===== src/rtl/dbg_entry_pkg.sv =====
package dbg_entry_pkg;
  typedef enum logic [2:0] {
    ST_RUN,
    ST_WAIT_RETIRE,
    ST_WAIT_LATCH,
    ST_DEBUG_ACK,
    ST_DEBUG
  } dbg_state_e;
endpackage


===== src/rtl/dbg_line_sync.sv =====
// Synchronizer for the open-drain event line plus falling-edge detect.
module dbg_line_sync #(
  parameter int STAGES = 2
) (
  input  logic clk,
  input  logic rst,
  input  logic line_i,
  output logic level_o,
  output logic fall_o
);
  logic [STAGES-1:0] chain_q;
  logic              last_q;

  always_ff @(posedge clk) begin
    if (rst) begin
      chain_q <= '1;
      last_q  <= 1'b1;
    end else begin
      chain_q <= {chain_q[STAGES-2:0], line_i};
      last_q  <= chain_q[STAGES-1];
    end
  end

  assign level_o = chain_q[STAGES-1];
  assign fall_o  = last_q & ~chain_q[STAGES-1];
endmodule


===== src/rtl/dbg_entry_fsm.sv =====
// Entry sequencing: retire, latch, acknowledge, debug.
module dbg_entry_fsm
  import dbg_entry_pkg::*;
#(
  parameter int ACK_CYCLES = 4
) (
  input  logic       clk,
  input  logic       rst,
  input  logic       req_i,
  input  logic       lowpow_i,
  input  logic       insn_done_i,
  input  logic       insn_latched_i,
  input  logic       go_i,
  output dbg_state_e state_o,
  output logic       halt_o,
  output logic [1:0] status_o,
  output logic       wake_o,
  output logic       drive_o
);
  localparam int CNT_W = $clog2(ACK_CYCLES + 1);
  localparam logic [CNT_W-1:0] CNT_LAST = CNT_W'(ACK_CYCLES - 1);

  dbg_state_e       st_q, st_n;
  logic             lp_q, lp_n;
  logic [CNT_W-1:0] cnt_q, cnt_n;

  always_comb begin
    st_n  = st_q;
    lp_n  = lp_q;
    cnt_n = cnt_q;
    unique case (st_q)
      ST_RUN: if (req_i) begin
        lp_n = lowpow_i;
        st_n = lowpow_i ? ST_WAIT_LATCH : ST_WAIT_RETIRE;
      end
      ST_WAIT_RETIRE: if (insn_done_i) st_n = ST_WAIT_LATCH;
      ST_WAIT_LATCH: if (insn_latched_i) begin
        st_n  = ST_DEBUG_ACK;
        cnt_n = '0;
      end
      ST_DEBUG_ACK: begin
        if (cnt_q == CNT_LAST) st_n = ST_DEBUG;
        else cnt_n = cnt_q + 1'b1;
      end
      ST_DEBUG: if (go_i) begin
        st_n = ST_RUN;
        lp_n = 1'b0;
      end
      default: st_n = ST_RUN;
    endcase
  end

  always_ff @(posedge clk) begin
    if (rst) begin
      st_q     <= ST_RUN;
      lp_q     <= 1'b0;
      cnt_q    <= '0;
      halt_o   <= 1'b0;
      status_o <= 2'b00;
      wake_o   <= 1'b0;
      drive_o  <= 1'b0;
    end else begin
      st_q     <= st_n;
      lp_q     <= lp_n;
      cnt_q    <= cnt_n;
      halt_o   <= (st_n == ST_DEBUG_ACK) || (st_n == ST_DEBUG);
      status_o <= ((st_n == ST_DEBUG_ACK) || (st_n == ST_DEBUG)) ? 2'b11 : 2'b00;
      wake_o   <= (st_n == ST_WAIT_LATCH) && lp_n;
      drive_o  <= (st_n == ST_DEBUG_ACK);
    end
  end

  assign state_o = st_q;

  p_halt_after_latch_r2: assert property (@(posedge clk) disable iff (rst)
    $rose(halt_o) |-> $past(insn_latched_i));
  p_status_tracks_halt_r4: assert property (@(posedge clk) disable iff (rst)
    halt_o |-> (status_o == 2'b11));
  p_ack_only_halted_r5: assert property (@(posedge clk) disable iff (rst)
    drive_o |-> halt_o);
  p_wake_before_halt_r6: assert property (@(posedge clk) disable iff (rst)
    wake_o |-> !halt_o);
  p_no_reentry_r7: assert property (@(posedge clk) disable iff (rst)
    (st_q == ST_DEBUG && !go_i) |=> (halt_o && !drive_o));
endmodule


===== src/rtl/dbg_cmd_gate.sv =====
// Holds off host commands until the line is released after the acknowledge.
module dbg_cmd_gate (
  input  logic clk,
  input  logic rst,
  input  logic halted_i,
  input  logic in_debug_i,
  input  logic level_i,
  input  logic cmd_valid_i,
  input  logic cmd_go_i,
  output logic ready_o,
  output logic accept_o,
  output logic go_acc_o
);
  logic seen_low_q;
  logic ready_q;

  assign go_acc_o = cmd_valid_i & cmd_go_i & ready_q;

  always_ff @(posedge clk) begin
    if (rst) begin
      seen_low_q <= 1'b0;
      ready_q    <= 1'b0;
      accept_o   <= 1'b0;
    end else begin
      seen_low_q <= halted_i ? (seen_low_q | ~level_i) : 1'b0;
      ready_q    <= in_debug_i & ~go_acc_o & (ready_q | (seen_low_q & level_i));
      accept_o   <= cmd_valid_i & ready_q;
    end
  end

  assign ready_o = ready_q;

  p_ready_in_debug_r8: assert property (@(posedge clk) disable iff (rst)
    ready_q |-> in_debug_i);
  p_accept_needs_ready_r9: assert property (@(posedge clk) disable iff (rst)
    accept_o |-> $past(ready_q));
endmodule


===== src/rtl/dbg_entry_ctrl.sv =====
module dbg_entry_ctrl
  import dbg_entry_pkg::*;
#(
  parameter int ACK_CYCLES  = 4,
  parameter int SYNC_STAGES = 2
) (
  input  logic       clk,
  input  logic       rst,
  input  logic       jtag_dbg_req_i,
  input  logic       evt_line_i,
  output logic       evt_drive_o,
  input  logic       insn_done_i,
  input  logic       insn_latched_i,
  input  logic       stop_state_i,
  input  logic       wait_state_i,
  input  logic       cmd_valid_i,
  input  logic       cmd_go_i,
  output logic       halt_o,
  output logic [1:0] op_status_o,
  output logic       wake_o,
  output logic       cmd_ready_o,
  output logic       cmd_accept_o
);
  dbg_state_e state;
  logic       line_lvl, line_fall, go_acc;

  dbg_line_sync #(.STAGES(SYNC_STAGES)) u_sync (
    .clk(clk), .rst(rst), .line_i(evt_line_i),
    .level_o(line_lvl), .fall_o(line_fall)
  );

  dbg_entry_fsm #(.ACK_CYCLES(ACK_CYCLES)) u_fsm (
    .clk(clk), .rst(rst),
    .req_i(jtag_dbg_req_i | line_fall),
    .lowpow_i(stop_state_i | wait_state_i),
    .insn_done_i(insn_done_i), .insn_latched_i(insn_latched_i),
    .go_i(go_acc), .state_o(state), .halt_o(halt_o),
    .status_o(op_status_o), .wake_o(wake_o), .drive_o(evt_drive_o)
  );

  dbg_cmd_gate u_gate (
    .clk(clk), .rst(rst),
    .halted_i((state == ST_DEBUG_ACK) || (state == ST_DEBUG)),
    .in_debug_i(state == ST_DEBUG),
    .level_i(line_lvl), .cmd_valid_i(cmd_valid_i), .cmd_go_i(cmd_go_i),
    .ready_o(cmd_ready_o), .accept_o(cmd_accept_o), .go_acc_o(go_acc)
  );

  p_go_resumes_r10: assert property (@(posedge clk) disable iff (rst)
    (state == ST_DEBUG && go_acc) |=> (!halt_o && op_status_o == 2'b00 && !cmd_ready_o));
  p_reset_released_r1: assert property (@(posedge clk)
    $past(rst) |-> (!evt_drive_o && !halt_o));
endmodule


===== config.mk =====
export PLATFORM = sky130hd
export DESIGN_NAME = dbg_entry_ctrl
export DESIGN_NICKNAME = d
export VERILOG_FILES = /design/src/rtl/dbg_entry_pkg.sv /design/src/rtl/dbg_line_sync.sv /design/src/rtl/dbg_entry_fsm.sv /design/src/rtl/dbg_cmd_gate.sv /design/src/rtl/dbg_entry_ctrl.sv
export SDC_FILE = /design/constraint.sdc
export NUM_CORES = 1
export LEC_CHECK = 0
export ABC_AREA = 1
export BUFFER_PORTS_ARGS = -buffer_cell sky130_fd_sc_hd__clkbuf_2
export CAP_MARGIN = 5
export CELL_PAD_IN_SITES_DETAIL_PLACEMENT = 0
export CELL_PAD_IN_SITES_GLOBAL_PLACEMENT = 1
export CORE_MARGIN = 2
export CORE_UTILIZATION = 38
export DETAILED_ROUTE_END_ITERATION = 16
export PLACE_DENSITY_LB_ADDON = 0.1
export SKIP_LAST_GASP = 1
export SLEW_MARGIN = 25
export SYNTH_ARGS = -nofsm -noshare
export SYNTH_HDL_FRONTEND = slang
export SYNTH_SLANG_ARGS = --single-unit

===== constraint.sdc =====
create_clock -name clk -period 4.3 [get_ports clk]
set_clock_uncertainty 0.2 [all_clocks]
set_input_delay 0.645 -clock clk [delete_from_list [all_inputs] [get_ports clk]]
set_output_delay 0.645 -clock clk [all_outputs]
set_load 0.005 [all_outputs]

* After elaboration in Yosys (flattened, before gate mapping) *
Cells that the tools add are included.

operators by class
  bitwise operators = 14
  eq/ne operators = 10
  $add $sub $neg = 1
  mux-type cells = 14
  reduce and logical (&&, ||, !) cells = 7

operators with widths
  kind                                            number
  2-to-1 mux 3 bit                                7
  == test 3 x 2 -> 1 bit (second input constant)  5
  case mux 3 bit (5 select lines)                 1
  bitwise AND 1 bit                               7
  == test 3 bit (second input constant)           2
  case mux 3 bit (2 select lines)                 1
  2-to-1 mux 2 bit                                2
  != test 2 bit (second input constant)           2
  bitwise OR 1 bit                                4
  adder 3 x 1 -> 3 bit (second input constant)    1
  == test 3 x 1 -> 1 bit (second input constant)  1
  logical NOT 3 bit                               1
  inverter 1 bit                                  3
  AND reduction 3 bit                             1
  logical OR 1 bit                                2
  2-to-1 mux 1 bit                                2
  case mux 1 bit (2 select lines)                 1
  nonzero test 2 bit                              1
  OR reduction 2 bit                              1
  logical AND 1 bit                               1

storage, ports and cells
  input port bits = 10
  output and inout bits = 7
  flip-flop bits (word level) = 18
  word-level logic and storage cells = 58

* Logic depth before layout (Yosys ltp) *
Gate-level depths: netlist of run 1.

  depth after elaboration = 8
  mapped depth = 9
  gate-level depth less buffers = 9

* Hierarchy *
Synthesis of run 1 repeated with hierarchy kept, for this count alone.

second synthesis, totals
  cells, all modules = 115
  area total of the unflattened synthesis = 779.5 um^2

modules (own cells, without submodules)
  module          seq. area each (um^2)  cells each  area each (um^2)  instances
  dbg_entry_fsm   200.2                  79          530.5             1
  dbg_cmd_gate    60.1                   16          118.9             1
  dbg_line_sync   60.1                   12          93.8              1
  dbg_entry_ctrl  0.0                    8           36.3              1

* Worst setup path after synthesis of run 1 *
Ideal clock, no wire load.

  kind = register to register
  start = reg u_fsm.cnt_q[0]
  end = reg u_fsm.cnt_q[2]
  setup time = 0.115 ns
  data required time = 3.985 ns
  buffers on the path = 0
  cell stages (with the launch flop) = 9
  period minus slack after synthesis = 1.420 ns
  slack = 2.880 ns
  arrival = 1.104 ns
  cells stage by stage = dfxtp_1 ha_1 ha_1 inv_1 nand2_2 nand2_2 inv_2 o21ai_2 a21oi_2

on the way
  longest elaborated chain between the ends = 3
  elaborated cells on any way between the ends = 6
  classes of those cells = add/sub: 1; eq/ne: 2; mux: 2; reduce/logical: 1

ends and longest elaborated chain
  item                                                                    line                                      source
  from (decl)                                                             dbg_entry_fsm.sv:25                       logic [CNT_W-1:0] cnt_q, cnt_n;
  from (signal assigned)                                                  dbg_entry_fsm.sv:65                       cnt_q <= cnt_n;
  adder 3 x 1 -> 3 bit or == test 3 x 2 -> 1 bit (tied branches)          dbg_entry_fsm.sv:43, dbg_entry_fsm.sv:42
  2-to-1 mux 3 bit or != test 2 bit (tied branches)                       --
  case mux 3 bit (2 select lines) or AND reduction 3 bit (tied branches)  --

Parallel ways exist; a longest one is shown, timed or not. The select of a mux whose other input is x is not followed.
A chain may end at the register's enable or synchronous reset.

* Final worst setup path of run 1 *
  start = reg u_gate.ready_q (netlist: u_gate.ready_o)
  end = out cmd_ready_o

RTL lines
  item                    line                  source
  from (decl)             dbg_cmd_gate.sv:15    logic ready_q;
  from (signal assigned)  dbg_cmd_gate.sv:26    ready_q <= in_debug_i & ~go_acc_o & (ready_q | (seen_low_q & level_i));
  to (decl)               dbg_entry_ctrl.sv:21  output logic cmd_ready_o,

No word-level cell between the ends.

==> results of run 1 <==
==> registers in the layout, summed over array words and instances, names as in the netlist <==
name	flops
u_fsm.cnt_q	3
u_fsm.drive_o	1
u_fsm.lp_q	1
u_fsm.state_o	3
u_fsm.status_o	1
u_fsm.wake_o	1
u_gate.accept_o	1
u_gate.ready_o	1
u_gate.seen_low_q	1
u_sync.chain_q	2
u_sync.last_q	1
==> cells by family after synthesis <==
| kind of cell | Yosys count | synth area share, % |
|---|---|---|
| and+or+nand+nor | 47 | 30.2 |
| buffers and inverters | 17 | 10.1 |
| DFF | 16 | 45.2 |
| AOI/OAI and AO/OA | 12 | 11.0 |
| adders and majority gates | 2 | 3.53 |
==> final timing paths <==
path / from / end / slack (ns) / cells past startpoint
min: u_sync.chain_q[0] / u_sync.chain_q[1] / 0.22 / 1
min reg2reg: u_sync.chain_q[0] / u_sync.chain_q[1] / 0.22 / 1
max: u_gate.ready_o / cmd_ready_o / 2.67 / 1
max reg2reg: u_fsm.cnt_q[0] / u_fsm.cnt_q[2] / 2.76 / 8
==> per-stage QoR <==
| stage | hold WS [ns] | util, % | setup slack [ns] | std cells |
|---|---|---|---|---|
| 5_1_grt | 0.227 | 48.0 | 2.60 | 136 |
| 6_report | 0.217 | 48.0 | 2.67 | 136 |
| 3_3_place_gp | 0.190 | 45.9 | 2.73 | 132 |
| 2_1_floorplan | 0.189 | - | 2.88 | 94 |
| 4_1_cts | 0.219 | 48.0 | 2.64 | 136 |
| 3_5_place_dp | 0.194 | 45.9 | 2.75 | 132 |
==> power breakdown <==
group	internal [mW]	switching, mW
Clock	0.0515	0.0481
Combinational	0.0235	0.0339
Sequential	0.159	0.00839
==> Yosys cell counts (all sizes together) <==
cell	n
nand4	2
nor4	1
nand2	16
nand3	12
ha	2
o21ai	3
clkbuf	1
inv	14
buf	2
dfxtp	16
or2	2
a31oi	1
a21oi	7
o211a	1
nor2	14
==> layer usage <==
metal | global-route usage [%] | wire, um | up-vias
met1 | 20.0 | 709 | 267
li1 | - | - | 336
met2 | 20.8 | 525 | 18
met3 | 3.46 | 70 | 2
met5 | 0 | 0 | -
met4 | 1.67 | 8 | 0
==> area by class of cell <==
type / count / area share (%)
Clock buffer: 4 / 4.33
Sequential cell: 16 / 38.3
Tap cell: 25 / 3.74
Multi-Input combinational cell: 61 / 37.8
Inverter: 14 / 6.28
Timing Repair Buffer: 16 / 9.57
==> results.sh, run 1 <==
export IMPL_crit_required_ns=3.45
export IMPL_crit_family="flip-flops"
export IMPL_gp_congestion=0.737
export IMPL_critPathLaunchType="flop"
export IMPL_hp_class="flop to flop"
export IMPL_crit_path_max_incr_delay_ns=0.38
export IMPL_max_slew_margin_pct=80.9
export IMPL_setup_violations=0
export IMPL_cts_setup_buffers=0
export IMPL_via_per_inst=4.58
export IMPL_antennaDiodeCount=0
export IMPL_avgSynthCellArea_um2=7.53
export IMPL_powerDensity_mw_per_mm2=388
export IMPL_start_util_pct=40.6
export IMPL_die_y_um=47.2
export IMPL_cts_hold_repair_buffers=0
export IMPL_final_area_um2=837
export IMPL_status="complete, no violations"
export IMPL_path_cells="clkbuf_2"
export IMPL_critPathSlowestCell="dfxtp_1"
export IMPL_fill_cells=200
export IMPL_place_area_um2=801
export IMPL_yosys_area_top_type="dfxtp_1"
export IMPL_cts_resized_gates=0
export IMPL_drtAntennaViolNets=0
export IMPL_antenna_found_initial=0
export IMPL_fin_crit_sh_pct=38.0
export IMPL_synth_nets=106
export IMPL_ir_drop_mv=0.202
export IMPL_port_buffers=16
export IMPL_numCtsBuffers=3
export IMPL_synth_seq_cells=16
export IMPL_rsz0062_at_grt="no"
export IMPL_netlist_instances=94
export IMPL_drc_errors=0
export IMPL_syn_cell_area_um2=708
export IMPL_layout_nets=124
export IMPL_firstDrtPassIters=4
export IMPL_path_max_fanout=4
export IMPL_final_cell_mix="16 x clkbuf_2, 16 x dfxtp_1, 14 x nand2_1"
export IMPL_multi_input_area_um2=317
export IMPL_die_w_um=47.2
export IMPL_synth_cell_types=21
export IMPL_synthToLayoutAreaGrowth_pct=18.2
export IMPL_grt_overflow_total=0
export IMPL_end_kind="output port"
export IMPL_drive_gt1_share_pct=27.0
export IMPL_clock_latency_ns=0.28
export IMPL_leakage_nw=0.396
export IMPL_crit_arrival_ns=0.79
export IMPL_tightest_slew_ns=0.287
export IMPL_clk_pin_slew_ns=0.09
export IMPL_synth_top_cell_area_share_pct=45.2
export IMPL_grt_pass1_wl_um=2190
export IMPL_grt_max_degree=14
export IMPL_hpwl_um=980
export IMPL_cts_htree_levels=1
export IMPL_cts_sinks=16
export IMPL_period_minus_slack_ns=1.63
export IMPL_drtIter0Drc=19
export IMPL_criticalPathCategory="flop to output port"
export IMPL_num_vias=623
export IMPL_seqCellArea_um2=320
export IMPL_grt_pass1_vias=524
export IMPL_cts_tree="done"
export IMPL_ioPinCount=17
export IMPL_wl_per_cell_um=9.65
export IMPL_slew_violations=0
export IMPL_grtUsageTotal_pct=13.7
export IMPL_ys_seq_area_share_pct=45.2
export IMPL_power_total_mw=0.324
export IMPL_root_buffer="clkbuf_4"
export IMPL_wl_um=1310
export IMPL_clock_fmax_mhz=612
export IMPL_synth_area_leaders="dfxtp_1 45%, nand3_1 8.5%, nand2_1 7.4%, inv_1 6.9%, nor2_1 6.4%"
export IMPL_ys_warnings_count=0
export IMPL_hold_violations=0
export IMPL_die_area_mm2=0.00223
export IMPL_rows=15
export IMPL_core_area_mm2=0.00175
export IMPL_tns_ns=0
export IMPL_drv_cap=0
export IMPL_cts_buffer_depth=2
export IMPL_crit_buf_inv=1
(Power assumes the default switching activity.)
==> run 2, diff against run 1 <==
CORE_UTILIZATION = 35   (was 38)
clock period = 1.65 ns   (was 4.3 ns; I/O delays follow)
==> results.sh, run 2 (same netlist as run 1, synthesis figures left out) <==
export IMPL_crit_arrival_ns=1.50
export IMPL_clk_pin_slew_ns=0.10
export IMPL_fill_cells=223
export IMPL_dp_cells=134
export IMPL_hold_path_cell_count=4
export IMPL_grt_pass1_wl_um=2410
export IMPL_criticalPathCategory="flop to flop"
export IMPL_rrSetupSlack_ns=0.15
export IMPL_wl_um=1390
export IMPL_cts_hold_repair_buffers=2
export IMPL_clock_fmax_mhz=665
export IMPL_num_vias=618
export IMPL_rsz0062_at_grt="no"
export IMPL_ir_drop_mv=0.540
export IMPL_numCtsBuffers=3
export IMPL_die_area_mm2=0.00240
export IMPL_antenna_found_initial=0
export IMPL_powerDensity_mw_per_mm2=985
export IMPL_synthToLayoutAreaGrowth_pct=21.4
export IMPL_hold_violations=0
export IMPL_hpwl_um=1080
export IMPL_critPathLaunchType="flop"
export IMPL_rows=16
export IMPL_fin_crit_sh_pct=91.1
export IMPL_leakage_nw=0.405
export IMPL_grt_overflow_total=0
export IMPL_die_y_um=49.0
export IMPL_cts_htree_levels=1
export IMPL_max_slew_margin_pct=81.3
export IMPL_path_max_fanout=5
export IMPL_cts_sinks=16
export IMPL_tns_ns=0
export IMPL_grtUsageTotal_pct=13.9
export IMPL_clock_latency_ns=0.29
export IMPL_drv_cap=0
export IMPL_tightest_slew_ns=0.281
export IMPL_root_buffer="clkbuf_4"
export IMPL_fin_cells=140
export IMPL_drive_gt1_share_pct=26.5
export IMPL_ioPinCount=17
export IMPL_setup_violations=0
export IMPL_drc_errors=0
export IMPL_die_w_um=49.0
export IMPL_reg2reg_from="u_fsm.cnt_q[0]"
export IMPL_via_per_inst=4.41
export IMPL_drtAntennaViolNets=0
export IMPL_multi_input_area_um2=317
export IMPL_seqCellArea_um2=320
export IMPL_wl_per_cell_um=9.93
export IMPL_gp_congestion=0.762
export IMPL_slew_violations=0
export IMPL_crit_required_ns=1.64
export IMPL_core_area_mm2=0.00194
export IMPL_hp_class="input port to flop"
export IMPL_status="complete, no violations"
export IMPL_r2r_end="u_fsm.cnt_q[2]"
export IMPL_period_minus_slack_ns=1.50
export IMPL_port_buffers=16
export IMPL_final_cell_mix="16 x clkbuf_2, 16 x dfxtp_1, 14 x nand2_1"
export IMPL_cts_tree="done"
export IMPL_drtIter0Drc=10
export IMPL_cts_resized_gates=0
export IMPL_layout_nets=126
export IMPL_firstDrtPassIters=4
export IMPL_grt_max_degree=14
export IMPL_whs_endpoint="u_gate.ready_o"
export IMPL_antennaDiodeCount=0
export IMPL_cts_setup_buffers=0
export IMPL_grt_pass1_vias=584
export IMPL_start_util_pct=36.5
export IMPL_cts_buffer_depth=2
export IMPL_r2r_cells=8
export IMPL_min_from="cmd_go_i"
export IMPL_end_kind="flop"
run 2: cell count changes in the layout (fill, tap and decap cells not counted), sizes merged:
cell / change
dlygate4sd3: +2
run 2: cell type report:
class / count / area share, %
Sequential cell: 16 / 37.3
Multi-Input combinational cell: 61 / 36.8
Timing Repair Buffer: 18 / 11.6
Tap cell: 27 / 3.93
Clock buffer: 4 / 4.22
Inverter: 14 / 6.11
run 2: per-stage QoR:
stage	utilization (%)	total power [mW]	hold WS [ns]	worst slack [ns]	cell area (um2)
6_report	44.3	0.847	0.0853	0.147	860
5_1_grt	44.3	0.915	0.113	0.0365	860
4_1_cts	44.3	0.864	0.0856	0.124	860
3_5_place_dp	41.4	0.597	0.206	0.133	803
3_3_place_gp	41.4	0.597	0.190	0.189	803
2_1_floorplan	-	0.556	0.151	0.230	708
run 2: power by group:
part           switching (mW)  leakage [nW]  internal, mW  total [mW]
clock network           0.124        0.0210         0.134       0.258
logic                  0.0884         0.253        0.0645       0.153
registers              0.0210         0.131         0.415       0.436
run 2: critical path, stage by stage, from the launching register on:
cell and delay [ns]:
dfxtp_1 0.33, ha_1 0.20, ha_1 0.20, inv_1 0.07, nand2_2 0.06, nand2_2 0.11, inv_2 0.07, o21ai_2 0.13
a21oi_2 0.04
run 2: worst max-delay path by stage:
stage,start,to,slack (ns),depth (start not counted)
after floorplan,u_fsm.cnt_q[0],u_fsm.cnt_q[2],0.23,8
after global placement,u_fsm.cnt_q[0],u_fsm.cnt_q[2],0.19,8
after detailed placement,u_fsm.cnt_q[0],u_fsm.cnt_q[2],0.13,8
after CTS,u_fsm.cnt_q[0],u_fsm.cnt_q[2],0.12,8
after global routing,u_fsm.cnt_q[0],u_fsm.cnt_q[2],0.04,8
final,u_fsm.cnt_q[0],u_fsm.cnt_q[2],0.15,8
run 2: routing by layer:
metal	global-route usage (%)	share of wire, %	wire [um]	vias to the layer above
li1	-	-	-	339
met1	14.6	45	632	268
met2	24.0	49	683	7
met3	3.68	2.2	31	4
met4	10.0	3.0	42	0
met5	0	0	0	-
==> run 3, diff against run 2 <==
CORE_UTILIZATION = 36   (was 35)
SYNTH_HIERARCHICAL = 1   (was not set)
==> results.sh, run 3 <==
export IMPL_wl_per_cell_um=8.49
export IMPL_critPathLaunchType="flop"
export IMPL_p_clk_share_pct=25.6
export IMPL_core_area_mm2=0.00200
export IMPL_ioPinCount=17
export IMPL_p_int_mw=0.685
export IMPL_num_vias=680
export IMPL_critPathSlowestCell="dfxtp_1"
export IMPL_r2r_cells=8
export IMPL_period_minus_slack_ns=1.50
export IMPL_criticalPathCategory="flop to flop"
export IMPL_grt_pass1_wl_um=2340
export IMPL_whs_ns=0.0416
export IMPL_place_area_um2=893
export IMPL_antennaDiodeCount=0
export IMPL_path_cells="ha_1 -> ha_1 -> inv_1 -> nand2_2 -> nand2_2 -> inv_2 -> a21oi_1 -> nor2_1"
export IMPL_clock_fmax_mhz=665
export IMPL_synth_most_common_cell="nand2_1"
export IMPL_synth_cell_types=19
export IMPL_max_slew_margin_pct=77.5
export IMPL_drv_cap=0
export IMPL_ys_warnings_count=6
export IMPL_grt_max_degree=12
export IMPL_drive_gt1_share_pct=24.8
export IMPL_layout_nets=150
export IMPL_clk_pin_slew_ns=0.10
export IMPL_grt_overflow_total=0
export IMPL_wl_um=1390
export IMPL_start_util_pct=38.9
export IMPL_p_sw_mw=0.309
export IMPL_pwr_share_comb_pct=27.5
export IMPL_power_frac_seq_pct=46.9
export IMPL_hpwl_um=1110
export IMPL_synthArstFlopShare_pct=0
export IMPL_crit_cells=8
export IMPL_powerDensity_mw_per_mm2=1050
export IMPL_clock_latency_ns=0.28
export IMPL_via_per_inst=4.15
export IMPL_crit_path_max_incr_delay_ns=0.33
export IMPL_fin_util_pct=47.5
export IMPL_die_w_um=50.5
export IMPL_synth_top_cell_area_share_pct=41.1
export IMPL_syn_cell_area_um2=779
export IMPL_layout_commonest_cell="nand2_1"
export IMPL_end_kind="flop"
export IMPL_tightest_slew_ns=0.336
export IMPL_yosys_area_top_type="dfxtp_1"
export IMPL_slew_violations=0
export IMPL_cts_tree="done"
export IMPL_crit_required_ns=1.63
export IMPL_synth_edf_count=0
export IMPL_synth_area_leaders="dfxtp_1 41%, nand2_1 13%, inv_1 11%, nor2_1 9.1%, ha_1 3.2%"
export IMPL_final_cell_mix="27 x nand2_1, 22 x inv_1, 19 x nor2_1"
export IMPL_root_buffer="clkbuf_4"
export IMPL_power_total_mw=0.994
export IMPL_drtIter0Drc=10
export IMPL_fin_cells=164
export IMPL_numCtsBuffers=3
export IMPL_netlist_instances=115
export IMPL_cts_buffer_depth=2
export IMPL_pre_cts_ws_ns=0.132
export IMPL_path_max_fanout=5
export IMPL_cts_sinks=16
export IMPL_synth_ff_type="dfxtp_1"
export IMPL_tns_ns=0
export IMPL_setup_slack_ns=0.147
export IMPL_p_sw_share_pct=31.1
export IMPL_dp_cells=158
export IMPL_synth_seq_cells=16
export IMPL_synthToLayoutAreaGrowth_pct=22.0
export IMPL_crit_buf_inv=2
export IMPL_hp_class="input port to flop"
export IMPL_die_area_mm2=0.00255
export IMPL_synth_common_cells="27 x nand2_1, 22 x inv_1, 19 x nor2_1, 16 x dfxtp_1, 4 x a21oi_1"
export IMPL_grtUsageTotal_pct=12.4
export IMPL_grt_pass1_vias=590
export IMPL_ys_seq_area_share_pct=41.1
export IMPL_status="complete, no violations"
export IMPL_cts_htree_levels=1
export IMPL_hold_violations=0
export IMPL_ir_drop_mv=0.547
export IMPL_synth_nets=127
export IMPL_leakage_nw=0.520
export IMPL_crit_family="adder cells"
export IMPL_avgSynthCellArea_um2=6.78
export IMPL_fin_crit_sh_pct=91.1
export IMPL_hold_path_cell_count=4
export IMPL_antenna_found_initial=0
export IMPL_drtAntennaViolNets=0
export IMPL_drc_errors=0
export IMPL_rsz0062_at_grt="no"
export IMPL_setup_violations=0
export IMPL_port_buffers=16
export IMPL_die_y_um=50.5
export IMPL_gp_congestion=0.738
export IMPL_crit_arrival_ns=1.48
export IMPL_rows=16
export IMPL_firstDrtPassIters=4
export IMPL_final_area_um2=951
-- run 3: changes by cell type in the layout (fill, tap and decap cells not counted), moves of 2 or more --
cell     delta
or2_2       -2
inv_1       +9
or2_1       +2
nor2_1      +7
buf_4       +2
nand3_1     -9
nand2_1    +13
-- run 3: what timing repair did --
action / in CTS / in global routing
resized for setup: 0 / 1
setup endpoints to repair: 0 / 1
endpoints found under the hold margin: 2 / 0
hold buffers: 2 / 0
buffers inserted: 0 / 0
-- run 3: worst paths after layout --
| check | start | to | slack (ns) |
|---|---|---|---|
| worst min register to register | u_sync/chain_q[0] | u_sync/chain_q[1] | 0.21 |
| worst max register to register | u_fsm/cnt_q[0] | u_fsm/cnt_q[1] | 0.15 |
| worst max-delay path | u_fsm/cnt_q[0] | u_fsm/cnt_q[1] | 0.15 |
| worst min-delay path | cmd_go_i | u_gate/ready_o | 0.04 |
-- run 3: cell families after synthesis --
logic type                 share of synthesized area, %
buffers and inverters                              13.5
adders and majority gates                          3.21
and+or+nand+nor                                    35.6
AOI/OAI and AO/OA                                  6.58
DFF                                                41.1
-- run 3: worst min-delay path: stages --
cell,delay [ns]
clkbuf_2,0.08
nand3_2,0.06
nand2_1,0.07
nor2_2,0.03
-- run 3: routing by layer --
metal | part of all wire (%) | wire [um] | GRT usage [%]
met5 | 0 | 0 | 0
met4 | 1.0 | 14 | 6.76
met3 | 3.3 | 46 | 3.57
met2 | 45 | 632 | 20.0
met1 | 50 | 699 | 14.8
-- run 3: power groups by stage --
stage / registers [mW] / logic (mW) / clock network (mW)
after detailed placement: 0.477 / 0.274 / 0
final: 0.467 / 0.273 / 0.255
after global routing: 0.473 / 0.318 / 0.293
after CTS: 0.468 / 0.279 / 0.267
after global placement: 0.476 / 0.275 / 0
after floorplan: 0.479 / 0.189 / 0
-- run 3: layout make-up --
type / instances / area, um2
Sequential cell: 16 / 322
Inverter: 24 / 90.1
Clock buffer: 4 / 36.3
Multi-Input combinational cell: 73 / 354
Fill cell: 229 / 1050
Timing Repair Buffer: 20 / 115
Tap cell: 27 / 33.8
